--- src/rtl/lbx_pkg.sv ---
package lbx_pkg;

  // Black test: peak strictly below blanking level plus scaled margin.
  function automatic logic blk_test(input int unsigned peak,
                                    input int unsigned level,
                                    input int unsigned thr,
                                    input int unsigned step);
    return peak < (level + step * thr);
  endfunction

  // Saturating increment toward lim.
  function automatic int unsigned sat_add1(input int unsigned v,
                                           input int unsigned lim);
    return (v >= lim) ? lim : v + 1;
  endfunction

endpackage

--- src/rtl/lbx_line_peak.sv ---
module lbx_line_peak #(
  parameter int LUMA_W = 8,
  parameter int THR_W  = 5,
  parameter int STEP   = 4
) (
  input  logic              clk,
  input  logic              rst_n,
  input  logic              pix_valid,
  input  logic [LUMA_W-1:0] pix_luma,
  input  logic [LUMA_W-1:0] level,
  input  logic [THR_W-1:0]  thr,
  output logic              line_done,
  output logic              line_black
);
  import lbx_pkg::*;

  logic              in_line_q;
  logic [LUMA_W-1:0] peak_q;

  always_ff @(posedge clk or negedge rst_n) begin
    if (!rst_n) begin
      in_line_q <= 1'b0;
      peak_q    <= '0;
    end else begin
      in_line_q <= pix_valid;
      if (pix_valid)
        peak_q <= (!in_line_q || pix_luma > peak_q) ? pix_luma : peak_q;
    end
  end

  assign line_done  = in_line_q & ~pix_valid;
  assign line_black = blk_test(32'(peak_q), 32'(level), 32'(thr), STEP);

  // the running peak never falls below the sample just taken
  p_peak_covers_sample_r1: assert property (@(posedge clk) disable iff (!rst_n)
    pix_valid |=> peak_q >= $past(pix_luma));

  // a line closes in a single cycle
  p_line_done_single_r2: assert property (@(posedge clk) disable iff (!rst_n)
    line_done |=> !line_done);

endmodule

--- src/rtl/lbx_tail_tracker.sv ---
module lbx_tail_tracker #(
  parameter int CNT_W  = 8,
  parameter int SKIP_W = 4
) (
  input  logic              clk,
  input  logic              rst_n,
  input  logic              clear,
  input  logic              line_done,
  input  logic              line_black,
  input  logic [SKIP_W-1:0] skip,
  output logic [CNT_W-1:0]  bot_cnt,
  output logic [CNT_W-1:0]  mid_cnt
);
  import lbx_pkg::*;

  localparam int DEPTH = 2 ** SKIP_W;
  localparam int CMAX  = 2 ** CNT_W - 1;

  logic [DEPTH-1:0]  hist_q, hist_n;
  logic [SKIP_W:0]   seen_q, seen_n;
  logic [CNT_W-1:0]  run_blk_q, run_nb_q, prev_blk_q, band_q;
  logic              band_ok_q;
  logic              feed, fed_blk;

  always_comb begin
    hist_n  = {hist_q[DEPTH-2:0], line_black};
    seen_n  = (seen_q == (SKIP_W+1)'(DEPTH)) ? seen_q : seen_q + 1'b1;
    feed    = line_done && (seen_n > {1'b0, skip});
    fed_blk = hist_n[skip];
  end

  always_ff @(posedge clk or negedge rst_n) begin
    if (!rst_n) begin
      hist_q <= '0; seen_q <= '0; run_blk_q <= '0; run_nb_q <= '0;
      prev_blk_q <= '0; band_q <= '0; band_ok_q <= 1'b0;
    end else if (clear) begin
      hist_q <= '0; seen_q <= '0; run_blk_q <= '0; run_nb_q <= '0;
      prev_blk_q <= '0; band_q <= '0; band_ok_q <= 1'b0;
    end else if (line_done) begin
      hist_q <= hist_n;
      seen_q <= seen_n;
      if (feed) begin
        if (fed_blk) begin
          if (run_blk_q == '0) begin
            band_ok_q <= (run_nb_q != '0) && (prev_blk_q >= CNT_W'(2));
            band_q    <= run_nb_q;
            run_nb_q  <= '0;
          end
          run_blk_q <= CNT_W'(sat_add1(32'(run_blk_q), CMAX));
        end else begin
          if (run_nb_q == '0) prev_blk_q <= run_blk_q;
          run_nb_q  <= CNT_W'(sat_add1(32'(run_nb_q), CMAX));
          run_blk_q <= '0;
          band_ok_q <= 1'b0;
        end
      end
    end
  end

  assign bot_cnt = run_blk_q;
  assign mid_cnt = band_ok_q ? band_q : '0;

  // a trailing black run and a trailing bright run never coexist
  p_runs_exclusive_r4: assert property (@(posedge clk) disable iff (!rst_n)
    (run_blk_q != '0) |-> (run_nb_q == '0));

  // a recognised band is always closed by black lines
  p_band_closed_r5: assert property (@(posedge clk) disable iff (!rst_n)
    band_ok_q |-> (run_blk_q != '0));

  // bottom run holds at its ceiling
  p_bot_saturates_r6: assert property (@(posedge clk) disable iff (!rst_n)
    (run_blk_q == CNT_W'(CMAX) && !clear && !(feed && !fed_blk))
      |=> run_blk_q == CNT_W'(CMAX));

endmodule

--- src/rtl/lbx_detector.sv ---
module lbx_detector #(
  parameter int LUMA_W = 8,
  parameter int THR_W  = 5,
  parameter int SKIP_W = 4,
  parameter int CNT_W  = 8,
  parameter int STEP   = 4
) (
  input  logic              clk,
  input  logic              rst_n,
  input  logic              pix_valid,
  input  logic [LUMA_W-1:0] pix_luma,
  input  logic              field_start,
  input  logic              field_end,
  input  logic [LUMA_W-1:0] cfg_blank_level,
  input  logic [THR_W-1:0]  cfg_black_thr,
  input  logic [SKIP_W-1:0] cfg_tail_skip,
  output logic [CNT_W-1:0]  top_lines,
  output logic [CNT_W-1:0]  bottom_lines,
  output logic [CNT_W-1:0]  mid_lines
);
  import lbx_pkg::*;

  localparam int CMAX = 2 ** CNT_W - 1;

  logic             line_done, line_black;
  logic [CNT_W-1:0] bot_cnt, mid_cnt;
  logic [CNT_W-1:0] top_cnt_q;
  logic             top_open_q;

  lbx_line_peak #(.LUMA_W(LUMA_W), .THR_W(THR_W), .STEP(STEP)) u_peak (
    .clk(clk), .rst_n(rst_n), .pix_valid(pix_valid), .pix_luma(pix_luma),
    .level(cfg_blank_level), .thr(cfg_black_thr),
    .line_done(line_done), .line_black(line_black));

  lbx_tail_tracker #(.CNT_W(CNT_W), .SKIP_W(SKIP_W)) u_tail (
    .clk(clk), .rst_n(rst_n), .clear(field_start),
    .line_done(line_done), .line_black(line_black), .skip(cfg_tail_skip),
    .bot_cnt(bot_cnt), .mid_cnt(mid_cnt));

  always_ff @(posedge clk or negedge rst_n) begin
    if (!rst_n) begin
      top_cnt_q  <= '0;
      top_open_q <= 1'b0;
    end else if (field_start) begin
      top_cnt_q  <= '0;
      top_open_q <= 1'b1;
    end else if (line_done && top_open_q) begin
      if (line_black) top_cnt_q <= CNT_W'(sat_add1(32'(top_cnt_q), CMAX));
      else            top_open_q <= 1'b0;
    end
  end

  always_ff @(posedge clk or negedge rst_n) begin
    if (!rst_n) begin
      top_lines    <= '0;
      bottom_lines <= '0;
      mid_lines    <= '0;
    end else if (field_end) begin
      top_lines    <= top_cnt_q;
      bottom_lines <= bot_cnt;
      mid_lines    <= mid_cnt;
    end
  end

  // results move only after a field boundary
  p_outputs_hold_r7: assert property (@(posedge clk) disable iff (!rst_n)
    !field_end |=> $stable({top_lines, bottom_lines, mid_lines}));

  // top counter sticks at its ceiling within a field
  p_top_saturates_r6: assert property (@(posedge clk) disable iff (!rst_n)
    (top_cnt_q == CNT_W'(CMAX) && !field_start) |=> top_cnt_q == CNT_W'(CMAX));

  // a band count is never reported without a closing black run
  p_mid_needs_bottom_r5: assert property (@(posedge clk) disable iff (!rst_n)
    (mid_lines != '0) |-> (bottom_lines != '0));

  // a new field starts with an empty top count
  p_start_clears_r8: assert property (@(posedge clk) disable iff (!rst_n)
    field_start |=> top_cnt_q == '0);

endmodule

--- config.mk ---
export PLATFORM = sky130hd
export DESIGN_NAME = lbx_detector
export DESIGN_NICKNAME = d
export VERILOG_FILES = /design/src/rtl/lbx_pkg.sv /design/src/rtl/lbx_line_peak.sv /design/src/rtl/lbx_tail_tracker.sv /design/src/rtl/lbx_detector.sv
export SDC_FILE = /design/constraint.sdc
export NUM_CORES = 1
export LEC_CHECK = 0
export BUFFER_PORTS_ARGS = -buffer_cell sky130_fd_sc_hd__buf_2
export CAP_MARGIN = 25
export CORE_MARGIN = 3
export CORE_UTILIZATION = 59
export CTS_CLUSTER_DIAMETER = 200
export DETAILED_ROUTE_END_ITERATION = 10
export PLACE_DENSITY = 0.9
export SKIP_CTS_REPAIR_TIMING = 1
export SLEW_MARGIN = 20
export SYNTH_ARGS = -nofsm -noshare
export SYNTH_HDL_FRONTEND = slang
export SYNTH_HIERARCHICAL = 1
export SYNTH_SLANG_ARGS = --single-unit
--- constraint.sdc ---
create_clock -name clk -period 4 [get_ports clk]
set_input_delay 0.8 -clock clk [delete_from_list [all_inputs] [get_ports clk]]
set_output_delay 0.8 -clock clk [all_outputs]
set_load 0.1 [all_outputs]
# == Word-level counts from Yosys, hierarchy flattened ==
# Cells that the tools add are included.
# op_classes
reduce_logical,22
n_lt_le_gt_ge,8
bitwise,2
n_addsub,5
n_mux,41
eq_ne,4
# ops
cell,n
$mux W8,26
$lt A8 B32 Y1,1
$mux W15,2
$add A8 B1 Y8 const B,3
$ge A8 B8 Y1 const B,3
$logic_not A8 Y1,2
$mux W5,3
$reduce_bool A2 Y1,7
$add A8 B7 Y9,1
$mux W1,9
$ge A8 B2 Y1 const B,1
$gt A8 B8 Y1,1
$reduce_and A2 Y1,4
$reduce_and A4 Y1,2
$reduce_bool A8 Y1,1
$add A5 B1 Y5 const B,1
$eq A5 B5 Y1 const B,1
$gt A5 B4 Y1,1
$lt A4 B5 Y1 const B,1
$bmux W1 S4,1
$ne A2 B2 Y1 const B,2
$logic_and A1 B1 Y1,3
$ne A3 B3 Y1 const B,1
$reduce_and A3 Y1,1
4 further kinds,4
# totals
register_bits,95
output_inout_bits,24
in_bits,30
word_cells,96

# == Longest topological paths before layout ==
# logic_depth
word_depth,8
depth_mapped,16

# == Modules after synthesis ==
# The synthesis kept the hierarchy.
# modules_own_cells
mod,instances,area_per_inst_um2,seq_area_each_um2,cells_each
lbx_tail_tracker,1,2876.5,1301.2,274
lbx_detector,1,1383.8,825.8,99
lbx_line_peak,1,892.1,225.2,86

# == Least setup slack after synthesis ==
# No wires, ideal clock.
# synth_path
kind,input-to-reg
start,input port cfg_blank_level[2]
end,register u_tail.run_nb_q[7]
arrival_ns,4.361
slack_ns,-0.472
stages,15
cell_sequence,ha_1 fa_1 a21o_1 a21oi_1 xor2_1 ha_1 nand4_1 o31ai_1 nand2_1 mux4_1 mux4_2 or2_1 buf_6 a21o_1 a2111oi_2
# synth_between
elab_chain_len,8
elab_cells_between_ends,10
# synth_lines
item,line,rtl
from (decl),lbx_detector.sv:14,"input logic [LUMA_W-1:0] cfg_blank_level,"
$add A8 B7 Y9 *,lbx_pkg.sv:8,return peak < (level + step * thr);
$lt A8 B32 Y1 *,lbx_pkg.sv:8,
net line_black,lbx_detector.sv:25,"logic line_done, line_black;"
$bmux W1 S4 *,lbx_tail_tracker.sv:29,fed_blk = hist_n[skip];
$mux W1 (not written as such) *,lbx_tail_tracker.sv:29,
$mux W8,lbx_tail_tracker.sv:43,if (fed_blk) begin
$mux W8,lbx_tail_tracker.sv:42,if (feed) begin
$mux W8,lbx_tail_tracker.sv:39,end else if (line_done) begin
$mux W8,lbx_tail_tracker.sv:36,end else if (clear) begin
to (signal assigned),lbx_tail_tracker.sv:52,"run_nb_q <= CNT_W'(sat_add1(32'(run_nb_q), CMAX));"
to (decl),lbx_tail_tracker.sv:21,"logic [CNT_W-1:0] run_blk_q, run_nb_q, prev_blk_q, band_q;"
# The timed path passes the listed nets; every way through them passes the cells marked *. The select of a mux whose other input is x is not followed.
# A chain may end at the register's enable or synchronous reset.

# == Worst setup path after layout ==
# layout_path
start,input port cfg_blank_level[3]
end,register u_tail.run_nb_q[7]
# The elaborated chain is that of the path after synthesis.

==> impl_metrics.tcl <==
set metrics [dict create \
    mostFrequentLayoutCells "94 x dfrtp_1, 51 x buf_2, 36 x mux2_2" \
    path_clk_slew_ns 0.09 \
    htreeDepth 3 \
    fmax_ghz 0.241 \
    via_per_inst 6.34 \
    routed_wl_mm 12.1 \
    r2r_cells 12 \
    routabilityCongestion 0.925 \
    layout_commonest_cell "dfrtp_1" \
    setup.worst_path.start_class "input pin" \
    yosysUniqueCellTypes 57 \
    drive_gt1_frac 0.305 \
    startpoint "cfg_blank_level[3]" \
    syn_nets 521 \
    clockBufferDepth 2 \
    yosys_warnings 6 \
    synth_edf_count 0 \
    initial_core_util 0.618 \
    synth_seq_cells 94 \
    die_h_um 99.5 \
    critPathKind "in -> reg" \
    path_delay_family "compound AO/OA/AOI/OAI gates" \
    root_buffer "clkbuf_8" \
    port-buffer-count 53 \
    die_x_um 99.5 \
    end_kind "flop" \
    reg2reg_to "u_tail/run_nb_q[7]" \
    initialDrtViolationCount 261 \
    fillers 545 \
    cts_sinks 94 \
    relSlewSlack 0.496 \
    violations "setup timing" \
    grt_pass1_vias 3985 \
    crit_end "u_tail/run_nb_q[7]" \
    grt_overflow_total 0 \
    critPathBufInv 1 \
    grt_max_degree 56 \
    worst_slack_ns -0.157 \
    die_area_mm2 0.00989 \
    grt_antenna_before_repair 0 \
    drv_slew 0 \
    syn_to_final_growth_pct 18.0 \
    crit_chain "buf_2, ha_4, a21o_1, a21oi_2, o21bai_1, a21oi_1, xor2_1, ha_1, nand4_1, o31ai_2, nand2_1, mux4_2, mux4_2, or2_4, a21o_1, a2111oi_4" \
    rsz0062_at_grt "true" \
    setup_violations 30 \
    synthCells 459 \
    peakVddDrop_mv 0.284 \
    io_pins 54 \
    grt_pass1_wl_mm 18.8 \
    crit_path_max_fanout 5 \
    antenna_cells 0 \
    synth-seq-area-share 0.457 \
    powerDensity_mw_per_mm2 374 \
    crit_slowest_cell "mux4_2" \
    synth.cell_area_mm2 0.00515 \
    clkLatencyLatePin_ns 0.37 \
    hold_class "in -> async" \
    vias 4055 \
    synth_ff_type "dfrtp_1" \
    antenna_left 0 \
    finalCriticalPeriod_ns 4.16 \
    fin_area_mm2 0.00608 \
    dr_wl_met3_um 731 \
    ys_async_sr_fraction 1.00 \
    rows 33 \
    status "finished, violations left" \
    rrSetupSlack_ns 0.85 \
    cts_tree "done" \
    route.detailed.drc 0 \
    multiInputGateArea_mm2 0.00272 \
    crit_arrival_ns 4.41 \
    dr.pass1.iters 5 \
    finalCritPeriodShare 1.04 \
    finalHoldViolCount 0 \
    worst_pin_slew_ns 0.753 \
    finalHoldWorstSlack_ns 0.463 \
    clock_skew_ns 0.0117 \
    max_stage_delay_ns 0.54 \
    cp.required_ns 4.26 \
    numCtsBuffers 9 \
    final_nets 592 \
    seq_area_mm2 0.00235 \
    syn-mean-instance-area_um2 11.2 \
    final.setup.tns_ns -3.17 \
    p_leak_nw 2.99 \
    core_area_mm2 0.00834 \
    placed_area_mm2 0.00564 \
    maxCapViolations 0 \
    wire_per_inst_um 19.0 \
    met2_length_mm 6.35 \
    r2r_start "u_tail/seen_q[0]" \
    crit_cells 16 \
    m1WireLength_mm 4.75 \
    hpwlAfterDp_mm 8.08 \
    track_usage 0.235 \
    top_layer "met4" \
]
[synth_stat cells (8+ instances only)]
library cell   n  area share
dfrtp_1       94        0.46
mux2_2        36       0.079
inv_1         35       0.025
nor2_1        33       0.024
ha_1          31       0.075
mux2i_1       19       0.037
a21oi_1       15       0.015
a22o_1        15       0.025
a31oi_1       12       0.015
and2_1        11       0.013
nand2_1       11      0.0080
nor3_1        10      0.0097
o21ai_0       10      0.0097
a2bb2oi_1      9       0.015
nand3_1        9      0.0087
nand4_1        9       0.011
a21o_1         8       0.012
clkbuf_1       8      0.0058
[worst min-delay path by stage]
| stage | start | to | slack (ns) | depth (start not counted) |
|---|---|---|---|---|
| 6_report | rst_n | mid_lines[3] | 0.46 | 1 |
| 5_1_grt | rst_n | mid_lines[3] | 0.51 | 1 |
| 4_1_cts | rst_n | mid_lines[3] | 0.48 | 1 |
| 3_5_place_dp | top_open_q | top_open_q | 0.48 | 1 |
| 3_3_place_gp | top_open_q | top_open_q | 0.47 | 1 |
| 2_1_floorplan | top_open_q | top_open_q | 0.46 | 1 |
[state kept, by name (all words and copies together) (netlist names)]
name	count
u_tail/band_q	8
mid_lines	8
u_tail/run_nb_q	8
u_tail/seen_q	5
u_peak/in_line_q	1
u_tail/hist_q	15
u_tail/bot_cnt	8
top_open_q	1
top_cnt_q	8
bottom_lines	8
u_tail/band_ok_q	1
u_peak/peak_q	8
u_tail/prev_blk_q	7
top_lines	8
[report_power, final]
part	switching [W]	internal [W]
registers	0.0000396	0.000989
clock network	0.000350	0.000437
logic	0.000254	0.000202
[metal layers]
metal  vias up  GRT usage
met5         -          0
met4         0     0.0914
met3        38     0.0365
met2       199      0.398
met1      1996      0.304
li1       1822          -
[area by class of cell]
class / count / share of cell area
Multi-Input combinational cell: 312 / 0.448
Sequential cell: 94 / 0.387
Timing Repair Buffer: 78 / 0.0805
Clock buffer: 10 / 0.0226
Inverter: 35 / 0.0216
Tap cell: 105 / 0.0216
Clock inverter: 6 / 0.0191
[per-stage QoR]
stage | power, W | cells | setup WS, ns | utilization
after CTS | 0.00224 | 634 | -0.315 | 0.707
after detailed placement | 0.00146 | 618 | -0.646 | 0.677
after floorplan | 0.00132 | 459 | -0.215 | -
final | 0.00227 | 640 | -0.157 | 0.729
after global placement | 0.00142 | 618 | -0.390 | 0.677
after global routing | 0.00236 | 640 | -0.262 | 0.729
[logic make-up after synthesis]
logic type               count (synthesis)  synth area share
buffers and inverters                   53            0.0435
XOR/XNOR                                10            0.0170
multiplexers                            60             0.140
adder cells (fa/ha/maj)                 32            0.0792
flip-flops                              94             0.457
AO/OA/AOI/OAI                          104             0.155
AND/OR/NAND/NOR                        106             0.109
[worst reg2reg max path, delay by kind of cell, from the launching register on]
kind | cells | cell delay [ns]
flops | 1 | 0.45
buf+inv | 2 | 0.40
compound gates | 2 | 0.90
fa+ha+maj | 2 | 0.47
simple gates | 6 | 0.84
No activity file was read; power rests on OpenSTA's default activity.
